File: config.mk
export PLATFORM = sky130hd
export DESIGN_NAME = async_rx_tagged
export DESIGN_NICKNAME = d
export VERILOG_FILES = /design/src/rtl/rxq_pkg.sv /design/src/rtl/rxq_sampler.sv /design/src/rtl/rxq_fifo.sv /design/src/rtl/async_rx_tagged.sv
export SDC_FILE = /design/constraint.sdc
export NUM_CORES = 1
export LEC_CHECK = 0
export ABC_AREA = 0
export BUFFER_PORTS_ARGS = -buffer_cell sky130_fd_sc_hd__buf_2
export CORE_AREA = 5 5 107 129
export DETAILED_ROUTE_END_ITERATION = 7
export DIE_AREA = 0 0 112 134
export PLACE_DENSITY_LB_ADDON = 0.15
export SLEW_MARGIN = 20
export SYNTH_ARGS = -nofsm -noshare
export SYNTH_HDL_FRONTEND = slang
export SYNTH_HIERARCHICAL = 1
export SYNTH_SLANG_ARGS = --single-unit
File: constraint.sdc
create_clock -name clk -period 3.25 [get_ports clk]
set_input_delay 0.325 -clock clk [delete_from_list [all_inputs] [get_ports clk]]
set_output_delay 0.325 -clock clk [all_outputs]
set_load 0.05 [all_outputs]
File: src/rtl/rxq_pkg.sv
package rxq_pkg;
  typedef struct packed {
    logic       brk;
    logic       fe;
    logic       pe;
    logic [7:0] data;
  } rxq_entry_t;

  typedef enum logic [2:0] {
    S_IDLE, S_START, S_DATA, S_PAR, S_STOP, S_BRK
  } rxq_state_t;

  localparam logic [1:0] PM_NONE  = 2'd0;
  localparam logic [1:0] PM_CHECK = 2'd1;
  localparam logic [1:0] PM_FORCE = 2'd2;
  localparam logic [1:0] PM_WAKE  = 2'd3;
endpackage

File: src/rtl/rxq_sampler.sv
module rxq_sampler
  import rxq_pkg::*;
#(
  parameter int OVS = 16
) (
  input  logic       clk,
  input  logic       rst_n,
  input  logic       tick,
  input  logic       rxd_s,
  input  logic       run,
  input  logic       restart,
  input  logic [1:0] char_bits,
  input  logic [1:0] par_mode,
  input  logic       par_odd,
  output logic       done,
  output rxq_entry_t entry,
  output logic       brk_evt
);
  localparam int CW   = $clog2(OVS);
  localparam int HALF = OVS / 2;
  localparam logic [CW-1:0] T_LAST = CW'(OVS - 1);
  localparam logic [CW-1:0] T_HALF = CW'(HALF - 1);

  rxq_state_t    st;
  logic [CW-1:0] tcnt;
  logic [2:0]    bitn;
  logic [7:0]    shreg;
  logic          pbit;
  rxq_entry_t    nxt;
  logic [7:0]    aligned;

  // Right-align the LSB-first shift register and evaluate the flags at the stop sample
  always_comb begin
    aligned  = shreg >> (2'd3 - char_bits);
    nxt.data = aligned;
    nxt.fe   = ~rxd_s;
    unique case (par_mode)
      PM_NONE:  nxt.pe = 1'b0;
      PM_CHECK: nxt.pe = ((^aligned) ^ pbit) != par_odd;
      PM_FORCE: nxt.pe = pbit != par_odd;
      default:  nxt.pe = pbit;
    endcase
    nxt.brk = (aligned == 8'd0) && ((par_mode == PM_NONE) || !pbit) && !rxd_s;
  end

  always_ff @(posedge clk or negedge rst_n) begin
    if (!rst_n) begin
      st      <= S_IDLE;
      tcnt    <= '0;
      bitn    <= '0;
      shreg   <= '0;
      pbit    <= 1'b0;
      done    <= 1'b0;
      brk_evt <= 1'b0;
      entry   <= '0;
    end else begin
      done    <= 1'b0;
      brk_evt <= 1'b0;
      if (!run || restart) begin
        st <= S_IDLE;
      end else if (tick) begin
        unique case (st)
          S_IDLE: if (!rxd_s) begin
            st   <= S_START;
            tcnt <= '0;
          end
          S_START: if (tcnt == T_HALF) begin
            tcnt <= '0;
            bitn <= '0;
            st   <= rxd_s ? S_IDLE : S_DATA;
          end else tcnt <= tcnt + 1'b1;
          S_DATA: if (tcnt == T_LAST) begin
            tcnt  <= '0;
            shreg <= {rxd_s, shreg[7:1]};
            if (bitn == {1'b0, char_bits} + 3'd4)
              st <= (par_mode == PM_NONE) ? S_STOP : S_PAR;
            else
              bitn <= bitn + 1'b1;
          end else tcnt <= tcnt + 1'b1;
          S_PAR: if (tcnt == T_LAST) begin
            tcnt <= '0;
            pbit <= rxd_s;
            st   <= S_STOP;
          end else tcnt <= tcnt + 1'b1;
          S_STOP: if (tcnt == T_LAST) begin
            tcnt  <= '0;
            done  <= 1'b1;
            entry <= nxt;
            if (nxt.brk) begin
              st      <= S_BRK;
              brk_evt <= 1'b1;
            end else begin
              st <= S_IDLE;
            end
          end else tcnt <= tcnt + 1'b1;
          S_BRK: if (rxd_s) begin
            if (tcnt == T_HALF) begin
              st      <= S_IDLE;
              brk_evt <= 1'b1;
              tcnt    <= '0;
            end else tcnt <= tcnt + 1'b1;
          end else tcnt <= '0;
          default: st <= S_IDLE;
        endcase
      end
    end
  end
endmodule

File: src/rtl/rxq_fifo.sv
module rxq_fifo #(
  parameter int W     = 11,
  parameter int DEPTH = 8
) (
  input  logic         clk,
  input  logic         rst_n,
  input  logic         push,
  input  logic [W-1:0] din,
  input  logic         pop,
  output logic [W-1:0] dout,
  output logic         full,
  output logic         empty
);
  localparam int AW = $clog2(DEPTH);

  logic [W-1:0]  mem [DEPTH];
  logic [AW-1:0] wptr, rptr;
  logic [AW:0]   cnt;

  assign full  = (cnt == (AW+1)'(DEPTH));
  assign empty = (cnt == '0);
  assign dout  = mem[rptr];

  always_ff @(posedge clk) begin
    if (push) mem[wptr] <= din;
  end

  always_ff @(posedge clk or negedge rst_n) begin
    if (!rst_n) begin
      wptr <= '0;
      rptr <= '0;
      cnt  <= '0;
    end else begin
      if (push) wptr <= (wptr == AW'(DEPTH - 1)) ? '0 : wptr + 1'b1;
      if (pop)  rptr <= (rptr == AW'(DEPTH - 1)) ? '0 : rptr + 1'b1;
      cnt <= cnt + (push ? 1'b1 : 1'b0) - (pop ? 1'b1 : 1'b0);
    end
  end
endmodule

File: src/rtl/async_rx_tagged.sv
module async_rx_tagged
  import rxq_pkg::*;
#(
  parameter int OVS   = 16,
  parameter int DEPTH = 8
) (
  input  logic       clk,
  input  logic       rst_n,
  input  logic       tick16,
  input  logic       rxd,
  input  logic       cmd_en,
  input  logic       cmd_dis,
  input  logic       cmd_clr_err,
  input  logic [1:0] char_bits,
  input  logic [1:0] par_mode,
  input  logic       par_odd,
  output logic       rd_valid,
  input  logic       rd_ready,
  output logic [7:0] rd_data,
  output logic       rd_brk,
  output logic       rd_fe,
  output logic       rd_pe,
  output logic       st_full,
  output logic       st_ovr,
  output logic       brk_chg
);
  localparam int EW = $bits(rxq_entry_t);

  logic [1:0] sync_q;
  logic       rx_on;
  logic       wake, run, restart;
  logic       done, brk_evt;
  rxq_entry_t entry, hold_q, hold_nx, head;
  logic       hold_v, hv_nx;
  logic       f_push, f_full, f_empty, pop, ovr_set;
  rxq_entry_t f_din;
  logic [EW-1:0] f_dout;

  assign wake    = (par_mode == PM_WAKE);
  assign run     = rx_on | wake;
  assign restart = cmd_en & ~wake;

  always_ff @(posedge clk or negedge rst_n) begin
    if (!rst_n) begin
      sync_q <= 2'b11;
      rx_on  <= 1'b0;
    end else begin
      sync_q <= {sync_q[0], rxd};
      if (cmd_en)       rx_on <= 1'b1;
      else if (cmd_dis) rx_on <= 1'b0;
    end
  end

  rxq_sampler #(.OVS(OVS)) u_samp (
    .clk, .rst_n, .tick(tick16), .rxd_s(sync_q[1]), .run, .restart,
    .char_bits, .par_mode, .par_odd, .done, .entry, .brk_evt
  );

  assign pop = rd_valid & rd_ready;

  // Queue feed: holding stage drains on a read; a third pending character overruns
  always_comb begin
    f_push  = 1'b0;
    f_din   = hold_q;
    hold_nx = hold_q;
    hv_nx   = hold_v;
    ovr_set = 1'b0;
    if (pop && hold_v) begin
      f_push = 1'b1;
      if (done) hold_nx = entry;
      else      hv_nx   = 1'b0;
    end else if (done) begin
      if (!f_full || pop) begin
        f_push = 1'b1;
        f_din  = entry;
      end else if (!hold_v) begin
        hv_nx   = 1'b1;
        hold_nx = entry;
      end else begin
        hold_nx = entry;
        ovr_set = 1'b1;
      end
    end
  end

  rxq_fifo #(.W(EW), .DEPTH(DEPTH)) u_fifo (
    .clk, .rst_n, .push(f_push), .din(f_din), .pop,
    .dout(f_dout), .full(f_full), .empty(f_empty)
  );

  always_ff @(posedge clk or negedge rst_n) begin
    if (!rst_n) begin
      hold_q  <= '0;
      hold_v  <= 1'b0;
      st_ovr  <= 1'b0;
      brk_chg <= 1'b0;
    end else begin
      hold_q <= hold_nx;
      hold_v <= hv_nx;
      if (cmd_clr_err)  st_ovr <= 1'b0;
      else if (ovr_set) st_ovr <= 1'b1;
      if (brk_evt)          brk_chg <= 1'b1;
      else if (cmd_clr_err) brk_chg <= 1'b0;
    end
  end

  assign head     = rxq_entry_t'(f_dout);
  assign rd_valid = ~f_empty;
  assign rd_data  = head.data;
  assign rd_brk   = head.brk;
  assign rd_fe    = head.fe;
  assign rd_pe    = head.pe;
  assign st_full  = f_full;
endmodule

==> impl_metrics.csv <==
group,metric,value,unit
clock_network,cts_tree,"yes",
logic_synthesis,syn_area,6710,µm²
route,vias_per_cell,5.35,
logic_synthesis,synth.distinct_cells,56,
route,drtAntennaViolNets,0,
clock_network,htree_levels,4,
route,drt_iter0_markers,174,
run_status,status,"finished clean",
placement,gp_congestion,0.813,
logic_synthesis,yosysWarnings,6,
global_routing,met1_usage,20.6,%
job,maxCapViolCount,0,
power,p_leak,3.35,nW
setup_path,arrival,2.14,ns
logic_synthesis,syn_inst,469,
setup_path,crit_required,2.92,ns
logic_synthesis,synth_edf_count,88,
logic_synthesis,yosys_register_bits,147,
die,die_y,134,µm
clock_network,cts-root-buf,"clkbuf_16",
route,wl_per_cell,16.7,µm
die,fp.dieW,112,µm
route,totalWireLength,11.5,mm
placement,dp_hpwl,7.79,mm
die,die-area,15000,µm²
layout,areaGrowthSynthToFinish,13.9,%
route,drc,0,
route,route.vias.total,3686,
setup_path,critPathKind,"flip-flop to primary output",
setup_path,start_kind,"flip-flop",
setup_path,crit_fanout,25,
route,dr.pass1.iters,4,
layout,final_common_cell,"edfxtp_1",
sta,slew_headroom,40.9,%
global_routing,grt.busiest_layer,"met2",
layout,register_area,4120,µm²
power,ir_drop,0.000353,V
logic_synthesis,avgSynthCellArea,14.3,µm²
clock_network,post_cts_buffers,0,
logic_synthesis,syn_nets,502,
sta,finalSetupViolCount,0,
layout,drive_above_1_share,27.0,%
layout,fin_nets,545,
clock_network,cts-buffers-inserted,17,
sta,tns,0,ns
die,io_pins,28,
global_routing,grt_pass1_wl,19.4,mm
sta,fin_crit_sh,76.0,%
layout,fillers,939,
clock_network,ctsResizeCount,0,
placement,port_buffers,27,
die,rows,45,
logic_synthesis,synth_flop_cell,"edfxtp_1",
clock_network,clock_path_buffers,2,
global_routing,antenna_found_initial,0,
global_routing,grt_use_total,16.6,%
clock_network,worstSkewPairLatency,0.41,ns
power,power_density,638,nW/µm²
logic_synthesis,async_flop_share,40.1,%
sta,finalCriticalPeriod,2.47,ns
sta,drv_slew,0,
die,coreArea,12400,µm²
sta,rsz0062_at_grt,"no",
sta,max_slew.worst_pin.slew,0.886,ns
sta,hold_viol,0,
clock_network,cts.sinks,147,
sta,max_freq,405,MHz
global_routing,use_met2,28.8,%
global_routing,grt_pass1_vias,3816,
logic_synthesis,yosysSeqAreaShare,61.4,%
min_path,hp-class,"input port to asynchronous set/reset pin",
global_routing,grt.overflow.total,0,
sta,fin_skew,0.0104,ns
global_routing,met3_usage,4.06,%
setup_path,endpoint_kind,"primary output",
sta,holdWs,0.0390,ns
layout,multi_input_area,2370,µm²
global_routing,grt_start_max_net_pins,39,
layout,diodes,0,
clock_network,clk_pin_slew_worst_paths,0.06,ns
layout,layout_common_cells,"edfxtp_1, nand2_1, dfrtp_1",
die,initial_utilization,53.9,%
==> state kept, by name (all words and copies together), names as in the netlist, 2 cells and up <==
signal	count
u_fifo/wptr	3
u_fifo/cnt	4
u_samp/bitn	3
sync_q	2
u_samp/entry	11
u_samp/st	3
u_samp/tcnt	4
u_fifo/rptr	3
u_samp/shreg	8
hold_q	11
u_fifo/mem	88
==> cell families after synthesis <==
kind of cell    after synthesis  synth area share [%]
mux                          74                  16.6
buf+inv                      42                  3.19
simple gates                130                  9.12
flops                       147                  61.4
xor+xnor                      9                  1.18
fa+ha+maj                    20                  3.84
compound gates               47                  4.61
==> cell type report <==
class / instances / share of cell area, %
timing repair buffer: 41 / 3.18
clock buffer: 17 / 5.56
clock inverter: 15 / 2.36
multi-input combinational: 280 / 31.0
sequential: 147 / 53.9
tap: 164 / 2.68
inverter: 25 / 1.26
==> timing repair <==
item / 4_1_cts / 5_1_grt
hold buffers: 1 / 0
setup endpoints to repair: 0 / 0
hold endpoints to repair: 1 / 0
==> critical path, cell delays in order (launching register included) <==
cell and delay [ns]:
dfrtp_1 0.32, buf_4 0.39, mux4_1 0.62, nand2_1 0.09, nand2_1 0.09, buf_2 0.22
==> stage by stage <==
stage                     instances  cell area [µm²]  util [%]  total power [mW]  worst slack, ns
after floorplan                 469             6710         -              2.81            0.592
after global placement          656             7030      56.5              2.94            0.888
after detailed placement        656             7030      56.5              2.96            0.799
after CTS                       689             7640      61.4              4.94            0.722
after global routing            689             7640      61.4              5.12            0.639
final                           689             7640      61.4              4.87            0.781
==> routing by layer <==
| metal | part of all wire (%) | wire length [µm] | vias up |
|---|---|---|---|
| met2 | 54 | 6190 | 45 |
| met1 | 43 | 4900 | 1828 |
| met3 | 3.2 | 366 | 4 |
| met4 | 0.46 | 53 | 0 |
| met5 | 0 | 0 | - |
| li1 | - | - | 1809 |
==> path summary, 6_finish.rpt <==
check	end	startpoint	depth (start not counted)	slack, ns
hold reg to reg	sync_q[1]$_DFF_PN1_	sync_q[0]$_DFF_PN1_	0	0.36
min in group clk	st_ovr$_DFFE_PN0P_	cmd_clr_err	2	0.08
setup reg to reg	u_fifo/mem[4][4]$_DFFE_PP_	u_fifo/cnt[2]$_DFF_PN0_	7	0.94
max in group asynchronous	hold_q[6]$_DFFE_PN0P_	rst_n	2	2.40
hold / removal	u_samp/tcnt[0]$_DFFE_PN0P_	rst_n	1	0.04
setup / recovery	rd_data[0]	u_fifo/rptr[0]$_DFFE_PN0P_	5	0.78
==> cell usage after synthesis, types with 2 or more instances <==
| cell | instances | share of area (%) |
|---|---|---|
| a211oi_1 | 2 | 0.22 |
| a21boi_0 | 2 | 0.22 |
| a21o_1 | 4 | 0.45 |
| a21oi_1 | 7 | 0.52 |
| and3_1 | 5 | 0.47 |
| buf_1 | 2 | 0.11 |
| buf_2 | 6 | 0.45 |
| buf_6 | 2 | 0.34 |
| clkbuf_1 | 4 | 0.22 |
| dfrtp_1 | 57 | 21 |
| dfstp_2 | 2 | 0.78 |
| edfxtp_1 | 88 | 39 |
| ha_1 | 19 | 3.5 |
| inv_1 | 23 | 1.3 |
| mux2_2 | 28 | 4.7 |
| mux2_4 | 10 | 2.2 |
| mux2i_1 | 13 | 1.9 |
| mux4_1 | 3 | 1.2 |
| mux4_2 | 19 | 6.4 |
| nand2_1 | 66 | 3.7 |
| nand2b_1 | 6 | 0.56 |
| nand3_1 | 7 | 0.52 |
| nand3b_1 | 5 | 0.56 |
| nor2_1 | 23 | 1.3 |
| nor2b_1 | 2 | 0.19 |
| nor3_1 | 6 | 0.45 |
| o21ai_0 | 20 | 1.5 |
| o22ai_1 | 2 | 0.19 |
| or2_1 | 2 | 0.19 |
| xnor2_1 | 8 | 1.0 |
==> report_power, final <==
group / internal, mW / switching [mW]
clock: 1.17 / 0.802
combinational: 0.323 / 0.480
sequential: 2.03 / 0.0750
total: 3.52 / 1.36
Power figures use the tool's default switching activity.
